[src/rtl/wdk_pkg.sv]
package wdk_pkg;
  localparam int HALF_W = 16;
  localparam int CNT_W  = 2 * HALF_W;
  localparam int AW     = 8;

  localparam logic [AW-1:0] OFS_LD_LO = 8'h00;
  localparam logic [AW-1:0] OFS_LD_HI = 8'h04;
  localparam logic [AW-1:0] OFS_CTRL  = 8'h08;
  localparam logic [AW-1:0] OFS_CLR   = 8'h0C;
  localparam logic [AW-1:0] OFS_RAW   = 8'h10;
  localparam logic [AW-1:0] OFS_MASK  = 8'h14;
  localparam logic [AW-1:0] OFS_CNT_LO = 8'h18;
  localparam logic [AW-1:0] OFS_CNT_HI = 8'h1C;
  localparam logic [AW-1:0] OFS_LOCK  = 8'h20;
  localparam logic [AW-1:0] OFS_PR_LO = 8'h2C;
  localparam logic [AW-1:0] OFS_PR_HI = 8'h30;

  localparam int C_IRQ_EN = 0;
  localparam int C_CNT_EN = 1;
  localparam int C_RST_EN = 3;
  localparam int CTRL_W   = 4;

  localparam int S_INT  = 0;
  localparam int S_RST  = 3;
  localparam int S_BUSY = 4;
endpackage

[src/rtl/wdk_regs.sv]
module wdk_regs
  import wdk_pkg::*;
#(
  parameter logic [HALF_W-1:0] KEY = 16'hE551
) (
  input  logic              clk,
  input  logic              rst_n,
  input  logic              wr,
  input  logic [AW-1:0]     addr,
  input  logic [31:0]       wdata,
  output logic              unlocked,
  output logic [CTRL_W-1:0] ctrl,
  output logic              irq_mask,
  output logic [HALF_W-1:0] ld_lo,
  output logic [HALF_W-1:0] ld_hi,
  output logic [HALF_W-1:0] pr_lo,
  output logic [HALF_W-1:0] pr_hi,
  output logic              load_start,
  output logic              clr_int,
  output logic              clr_rst
);
  logic              wr_ok;
  logic              unl_d;
  logic [CTRL_W-1:0] ctrl_d;
  logic              mask_d;
  logic [HALF_W-1:0] ld_lo_d, ld_hi_d, pr_lo_d, pr_hi_d;

  always_comb begin
    wr_ok      = wr && unlocked;
    unl_d      = unlocked;
    ctrl_d     = ctrl;
    mask_d     = irq_mask;
    ld_lo_d    = ld_lo;
    ld_hi_d    = ld_hi;
    pr_lo_d    = pr_lo;
    pr_hi_d    = pr_hi;
    load_start = 1'b0;
    clr_int    = 1'b0;
    clr_rst    = 1'b0;
    if (wr && addr == OFS_LOCK) unl_d = (wdata[HALF_W-1:0] == KEY);
    if (wr_ok) begin
      case (addr)
        OFS_LD_LO: begin
          ld_lo_d    = wdata[HALF_W-1:0];
          load_start = 1'b1;
        end
        OFS_LD_HI: ld_hi_d = wdata[HALF_W-1:0];
        OFS_PR_LO: pr_lo_d = wdata[HALF_W-1:0];
        OFS_PR_HI: pr_hi_d = wdata[HALF_W-1:0];
        OFS_CTRL:  ctrl_d  = wdata[CTRL_W-1:0];
        OFS_MASK:  mask_d  = wdata[0];
        OFS_CLR: begin
          clr_int = wdata[S_INT];
          clr_rst = wdata[S_RST];
        end
        default: ;
      endcase
    end
  end

  always_ff @(posedge clk or negedge rst_n) begin
    if (!rst_n) begin
      unlocked <= 1'b0;
      ctrl     <= '0;
      irq_mask <= 1'b0;
      ld_lo    <= '0;
      ld_hi    <= '0;
      pr_lo    <= '0;
      pr_hi    <= '0;
    end else begin
      unlocked <= unl_d;
      ctrl     <= ctrl_d;
      irq_mask <= mask_d;
      ld_lo    <= ld_lo_d;
      ld_hi    <= ld_hi_d;
      pr_lo    <= pr_lo_d;
      pr_hi    <= pr_hi_d;
    end
  end

  // a locked block keeps its control setting
  a_r2_locked_ctrl_stable: assert property (@(posedge clk) disable iff (!rst_n)
    !unlocked |=> $stable(ctrl));
  // a locked block raises no reload
  a_r2_locked_no_load: assert property (@(posedge clk) disable iff (!rst_n)
    !unlocked |-> !load_start);
endmodule

[src/rtl/wdk_counter.sv]
module wdk_counter #(
  parameter int CNT_W      = 32,
  parameter int BUSY_TICKS = 2
) (
  input  logic             clk,
  input  logic             rst_n,
  input  logic             tick,
  input  logic             cnt_en,
  input  logic             rst_en,
  input  logic             load_start,
  input  logic [CNT_W-1:0] load_val,
  input  logic [CNT_W-1:0] pre_val,
  input  logic             clr_int,
  input  logic             clr_rst,
  output logic [CNT_W-1:0] count,
  output logic             busy,
  output logic             int_evt,
  output logic             rst_evt,
  output logic             rst_pulse
);
  localparam int BW = (BUSY_TICKS > 1) ? $clog2(BUSY_TICKS) : 1;
  localparam logic [BW-1:0] B_LAST = BW'(BUSY_TICKS - 1);

  logic [BW-1:0]    bcnt, bcnt_d;
  logic [CNT_W-1:0] pre_thr, pre_d, count_d, nxt;
  logic             busy_d, int_d, rst_d, pulse_d, dec, load_done;

  always_comb begin
    nxt       = count - 1'b1;
    load_done = busy && tick && (bcnt == B_LAST) && !load_start;
    dec       = cnt_en && tick && !busy && (count != '0) && !load_start;
    busy_d    = busy;
    bcnt_d    = bcnt;
    count_d   = count;
    pre_d     = pre_thr;
    if (load_start) begin
      busy_d = 1'b1;
      bcnt_d = '0;
    end else if (load_done) begin
      busy_d  = 1'b0;
      count_d = load_val;
      pre_d   = pre_val;
    end else if (busy && tick) begin
      bcnt_d = bcnt + 1'b1;
    end else if (dec) begin
      count_d = nxt;
    end
    pulse_d = dec && rst_en && (nxt == '0);
    int_d   = clr_int ? 1'b0 : int_evt;
    if (dec && nxt == pre_thr) int_d = 1'b1;
    rst_d   = clr_rst ? 1'b0 : rst_evt;
    if (pulse_d) rst_d = 1'b1;
  end

  always_ff @(posedge clk or negedge rst_n) begin
    if (!rst_n) begin
      busy      <= 1'b0;
      bcnt      <= '0;
      count     <= '0;
      pre_thr   <= '0;
      int_evt   <= 1'b0;
      rst_evt   <= 1'b0;
      rst_pulse <= 1'b0;
    end else begin
      busy      <= busy_d;
      bcnt      <= bcnt_d;
      count     <= count_d;
      pre_thr   <= pre_d;
      int_evt   <= int_d;
      rst_evt   <= rst_d;
      rst_pulse <= pulse_d;
    end
  end

  // reset request lasts one cycle
  a_r9_pulse_one_cycle: assert property (@(posedge clk) disable iff (!rst_n)
    rst_pulse |=> !rst_pulse);
  // the pulse comes with a latched reset event
  a_r9_pulse_has_event: assert property (@(posedge clk) disable iff (!rst_n)
    rst_pulse |-> rst_evt);
  // no counting inside the settling window
  a_r4_busy_freezes_count: assert property (@(posedge clk) disable iff (!rst_n)
    (busy && busy_d) |=> $stable(count));
  // count never wraps below zero
  a_r5_no_wrap: assert property (@(posedge clk) disable iff (!rst_n)
    (count == '0 && !busy) |=> (count == '0));
  // an enabled tick takes exactly one step
  a_r5_single_step: assert property (@(posedge clk) disable iff (!rst_n)
    (cnt_en && tick && !busy && !load_start && count != '0) |=> (count == $past(count) - 1'b1));
endmodule

[src/rtl/wdk_rdmux.sv]
module wdk_rdmux
  import wdk_pkg::*;
(
  input  logic              clk,
  input  logic              rst_n,
  input  logic              rd,
  input  logic [AW-1:0]     addr,
  input  logic              unlocked,
  input  logic [CTRL_W-1:0] ctrl,
  input  logic              irq_mask,
  input  logic [HALF_W-1:0] ld_lo,
  input  logic [HALF_W-1:0] ld_hi,
  input  logic [HALF_W-1:0] pr_lo,
  input  logic [HALF_W-1:0] pr_hi,
  input  logic [CNT_W-1:0]  count,
  input  logic              busy,
  input  logic              int_evt,
  input  logic              rst_evt,
  output logic [31:0]       rdata
);
  logic [HALF_W-1:0] snap_q, snap_d;
  logic [31:0]       raw;

  always_comb begin
    snap_d = (rd && addr == OFS_CNT_HI) ? count[HALF_W-1:0] : snap_q;
    raw         = '0;
    raw[S_INT]  = int_evt;
    raw[S_RST]  = rst_evt;
    raw[S_BUSY] = busy;
    case (addr)
      OFS_LD_LO:  rdata = 32'(ld_lo);
      OFS_LD_HI:  rdata = 32'(ld_hi);
      OFS_PR_LO:  rdata = 32'(pr_lo);
      OFS_PR_HI:  rdata = 32'(pr_hi);
      OFS_CTRL:   rdata = 32'(ctrl);
      OFS_MASK:   rdata = 32'(irq_mask);
      OFS_RAW:    rdata = raw;
      OFS_CNT_HI: rdata = 32'(count[CNT_W-1:HALF_W]);
      OFS_CNT_LO: rdata = 32'(snap_q);
      OFS_LOCK:   rdata = 32'(unlocked);
      default:    rdata = '0;
    endcase
  end

  always_ff @(posedge clk or negedge rst_n) begin
    if (!rst_n) snap_q <= '0;
    else        snap_q <= snap_d;
  end

  // snapshot only moves on a read of the high half
  a_r6_snap_hold: assert property (@(posedge clk) disable iff (!rst_n)
    !(rd && addr == OFS_CNT_HI) |=> $stable(snap_q));
endmodule

[src/rtl/wdk_top.sv]
module wdk_top
  import wdk_pkg::*;
#(
  parameter logic [HALF_W-1:0] KEY        = 16'hE551,
  parameter int                BUSY_TICKS = 2
) (
  input  logic          clk,
  input  logic          rst_n,
  input  logic          tick,
  input  logic          bus_wr,
  input  logic          bus_rd,
  input  logic [AW-1:0] bus_addr,
  input  logic [31:0]   bus_wdata,
  output logic [31:0]   bus_rdata,
  output logic          irq_o,
  output logic          wdt_rst_o
);
  logic              unlocked, irq_mask, load_start, clr_int, clr_rst;
  logic [CTRL_W-1:0] ctrl;
  logic [HALF_W-1:0] ld_lo, ld_hi, pr_lo, pr_hi;
  logic [CNT_W-1:0]  count;
  logic              busy, int_evt, rst_evt;

  wdk_regs #(.KEY(KEY)) u_regs (
    .clk(clk), .rst_n(rst_n), .wr(bus_wr), .addr(bus_addr), .wdata(bus_wdata),
    .unlocked(unlocked), .ctrl(ctrl), .irq_mask(irq_mask),
    .ld_lo(ld_lo), .ld_hi(ld_hi), .pr_lo(pr_lo), .pr_hi(pr_hi),
    .load_start(load_start), .clr_int(clr_int), .clr_rst(clr_rst)
  );

  wdk_counter #(.CNT_W(CNT_W), .BUSY_TICKS(BUSY_TICKS)) u_cnt (
    .clk(clk), .rst_n(rst_n), .tick(tick),
    .cnt_en(ctrl[C_CNT_EN]), .rst_en(ctrl[C_RST_EN]),
    .load_start(load_start), .load_val({ld_hi, ld_lo}), .pre_val({pr_hi, pr_lo}),
    .clr_int(clr_int), .clr_rst(clr_rst),
    .count(count), .busy(busy), .int_evt(int_evt), .rst_evt(rst_evt),
    .rst_pulse(wdt_rst_o)
  );

  wdk_rdmux u_rd (
    .clk(clk), .rst_n(rst_n), .rd(bus_rd), .addr(bus_addr),
    .unlocked(unlocked), .ctrl(ctrl), .irq_mask(irq_mask),
    .ld_lo(ld_lo), .ld_hi(ld_hi), .pr_lo(pr_lo), .pr_hi(pr_hi),
    .count(count), .busy(busy), .int_evt(int_evt), .rst_evt(rst_evt),
    .rdata(bus_rdata)
  );

  assign irq_o = int_evt && ctrl[C_IRQ_EN] && !irq_mask;

  // a masked interrupt stays quiet
  a_r7_mask_blocks: assert property (@(posedge clk) disable iff (!rst_n)
    irq_mask |-> !irq_o);
endmodule

[config.mk]
export PLATFORM = sky130hd
export DESIGN_NAME = wdk_top
export DESIGN_NICKNAME = d
export VERILOG_FILES = /design/src/rtl/wdk_pkg.sv /design/src/rtl/wdk_regs.sv /design/src/rtl/wdk_counter.sv /design/src/rtl/wdk_rdmux.sv /design/src/rtl/wdk_top.sv
export SDC_FILE = /design/constraint.sdc
export NUM_CORES = 1
export LEC_CHECK = 0
export ABC_AREA = 1
export CAP_MARGIN = 20
export CELL_PAD_IN_SITES_DETAIL_PLACEMENT = 1
export CELL_PAD_IN_SITES_GLOBAL_PLACEMENT = 1
export CORE_MARGIN = 2
export CORE_UTILIZATION = 47
export DETAILED_ROUTE_END_ITERATION = 8
export PLACE_DENSITY_LB_ADDON = 0.15
export REMOVE_ABC_BUFFERS = 1
export SLEW_MARGIN = 15
export SYNTH_ARGS = -nofsm -noshare
export SYNTH_HDL_FRONTEND = slang
export SYNTH_HIERARCHICAL = 1
export SYNTH_SLANG_ARGS = --single-unit
[constraint.sdc]
create_clock -name clk -period 4.4 [get_ports clk]
set_input_delay 0.88 -clock clk [delete_from_list [all_inputs] [get_ports clk]]
set_output_delay 0.88 -clock clk [all_outputs]
set_load 0.1 [all_outputs]
==> out/qor.csv <==
metric,value,unit
pre-CTS WS,0.6132,ns
CP Data Required Time,3.52,ns
CP most frequent cell,nand2_1,
largest net degree at the start of global routing,91,
"Clk pin slew, worst setup/hold paths",0.06,ns
DRC errors left,0,
Final Max Slew Viols,0,
Worst Path Buf+Inv,5,
nets,1429,
GP Congestion,0.9504,
Hold Buf Count CTS,0,
cts bufs inserted,17,
"Distinct cells, synth",40,
worst-path fanout max,9,
crit path launch,bus_addr[2],
worst r2r src,u_cnt/count[0]$_DFFE_PN0P_,
Power Total,4.100,mW
outcome,"complete, no violations",
gr ovfl total,0,
via count of the first global-routing pass,10030,
DRT iter0 DRCs,643,
multi-input logic area,4926,um^2
# port buffers,46,
setup bufs post-CTS,0,
maximum clock frequency,0.2612,GHz
hpwl dp,24.88,mm
placed cells,1633,
fin cells,1665,
layout filler cell count,2598,
placement row count,52,
nature of the critical path startpoint,input port,
Initial DRT Pass Iterations,5,
synthesized instance count,1343,
worst path arrival time,2.95,ns
Ys Warns,6,
RR Endpoint,u_cnt/int_evt$_DFFE_PN0P_,
worst reg-to-reg setup slack,1.76,ns
Clock Skews,0.01320,ns
Worst-Margin Slew,0.9754,ns
Reg area,3879,um^2
die footprint,21740,um^2
Initial Utilization,47.80,%
critical path endpoint category,output pin,
routed len/inst,21.89,um
WL final,36.44,mm
TNS Setup,0,ns
prevailing post-synth register cell,dfrtp_1,
CTS tree,yes,
global-route wire length before repair,55.86,mm
CP top delay family,buffers and inverters,
synth-to-layout area growth,14.19,%
CTS root buffer,clkbuf_16,
asr flop ratio synth,100.0,%
Die Y-Extent,147.5,um
Yosys reg bits,155,
Chip Width,147.5,um
worst-case clock buffer depth,2,
peak supply drop,0.2219,mV
# diodes,0,
cell breakdown of the critical path,"clkdlybuf4s50_1, inv_1, nand3_1, nor2_4, buf_12, nand2_1, nand2_1, inv_1, nand2_1, buf_12",
vias per inst,5.696,
HP Class,reg2reg,
min Tclk post-route,3.829,ns
io pins,79,
LEAKAGE,5.712,nW
CP Depth,10,
Register-to-Register Path Depth,14,
mapped cell area,9672,um^2
worst setup path endpoint,bus_rdata[14],
Core Region,20230,um^2
Crit-path slowest cell,clkdlybuf4s50_1,
final setup fails,0,
Worst Setup Path Type,in2out,
gr usage total,34.45,%
Routed Antenna Nets,0,
RSZ-0062 raised after global routing,false,
H-tree depth,4,
maximum capacitance violations,0,
pwr/cell area,371.2,nW/um^2
"Hold Vio Cnt, Final",0,
Final Util,54.58,%
Final period util,87.01,%
initial antenna violation count,0,
final setup margin,0.5714,ns
Syn Area/Cell,7.202,um^2
CP peak stage delay,0.59,ns
sequential area share after synthesis,40.10,%
layout cell share with drive strength beyond 1,13.33,%
Post-CTS Resized,0,
Slew HR,34.77,%
clk sinks,155,
vias,9484,
Post-synth EDFFs,0,
Skew-Pair Late Insertion Delay,0.43,ns
-- cell type report --
type                       count  area share [%]
inverter                     131           4.498
multi-input combinational   1010           44.60
sequential                   155           35.12
timing repair buffer          67           7.398
tap                          270           3.059
clock inverter                15           1.473
clock buffer                  17           3.852
-- layout by cell type, fill, tap and decap left out, drive strengths merged --
cell           instances
clkinvlp               5
o21ai                 70
o211ai                15
conb                  16
nor3b                  2
nand4                  8
clkbuf                17
nand2                555
nand3b                 2
clkinv                 5
xnor3                  2
clkdlybuf4s50         29
inv                  134
nor3                   5
ha                     2
bufinv                 2
o221ai                16
xor2                   5
a21oi                  2
nor2                 132
buf                   38
and3                   2
nand3                176
dfrtp                155
-- cells by family after synthesis --
logic type	Yosys count	synth area share (%)
AOI/OAI and AO/OA	103	8.344
xor gates and xnor gates	7	0.9961
adders and majority gates	2	0.2587
buffers and inverters	193	9.573
DFF	155	40.10
other	1	0.03877
and+or+nand+nor	882	40.69
-- worst register-to-register path, stage by stage, from the launching register on --
cell and delay, ns:
dfrtp_1 0.45, inv_2 0.18, ha_1 0.30, nand2_4 0.15
nor2_8 0.25, nand2_1 0.17, o21ai_1 0.20, nand2_1 0.09
nand2_1 0.06, nand2_1 0.05, nor2_1 0.15, nand2_1 0.08
nor2_1 0.18, nand3_1 0.16, nand2_1 0.09
-- per-layer routing --
| metal | vias to the layer above | global-route usage (%) | wire length [um] |
|---|---|---|---|
| met4 | 0 | 16.44 | 1587 |
| met1 | 4689 | 43.22 | 14920 |
| met2 | 367 | 58.25 | 17520 |
| li1 | 4319 | - | - |
| met3 | 109 | 5.679 | 2414 |
| met5 | - | 0 | 0 |
-- power by group --
part	switching (mW)	internal (mW)
combinational	0.770	0.284
clock	0.657	0.845
sequential	0.0654	1.48
-- state kept, by name, indices dropped and copies added, names as in the netlist, 4 cells and up --
| signal | cells |
|---|---|
| u_regs/pr_hi | 16 |
| u_cnt/count | 32 |
| u_regs/pr_lo | 16 |
| u_regs/ctrl | 4 |
| u_regs/ld_lo | 16 |
| u_regs/ld_hi | 16 |
| u_rd/snap_q | 16 |
| u_cnt/pre_thr | 32 |
-- synthesized netlist by cell type (3+ instances only) --
master	number	area, um^2
nand2_1	522	1959
nand3_1	172	860.8
dfrtp_1	155	3879
inv_1	120	450.4
nor2_1	103	386.6
o21ai_0	40	200.2
nand2_2	24	150.1
buf_4	23	172.7
o21ai_1	23	115.1
buf_2	15	75.07
o211ai_2	15	187.7
clkbuf_1	13	48.80
nor2_2	13	81.33
nor2_4	13	146.4
o221ai_2	13	195.2
buf_6	10	112.6
nand2_4	9	101.4
nand4_1	8	50.05
inv_2	7	26.28
o21ai_2	7	61.31
xor2_1	4	35.03
nor2_8	3	60.06
nor3_1	3	15.01
o221ai_1	3	26.28
-- metrics by stage --
stage | cell area (um^2) | hold slack (ns)
after floorplan | 9299 | 0.4349
after global placement | 10460 | 0.4552
after detailed placement | 10460 | 0.4594
after CTS | 11040 | 0.4783
after global routing | 11040 | 0.5032
final | 11040 | 0.4746
-- how the worst min path moves through the flow --
stage,start,end,slack (ns),cells past startpoint
after floorplan,u_rd/snap_q[4]$_DFFE_PN0P_,u_rd/snap_q[4]$_DFFE_PN0P_,0.43,2
after global placement,u_rd/snap_q[10]$_DFFE_PN0P_,u_rd/snap_q[10]$_DFFE_PN0P_,0.46,2
after detailed placement,u_rd/snap_q[11]$_DFFE_PN0P_,u_rd/snap_q[11]$_DFFE_PN0P_,0.46,2
after CTS,u_rd/snap_q[10]$_DFFE_PN0P_,u_rd/snap_q[10]$_DFFE_PN0P_,0.48,2
after global routing,u_rd/snap_q[10]$_DFFE_PN0P_,u_rd/snap_q[10]$_DFFE_PN0P_,0.50,2
final,u_rd/snap_q[10]$_DFFE_PN0P_,u_rd/snap_q[10]$_DFFE_PN0P_,0.47,2
(Power assumes the default switching activity.)
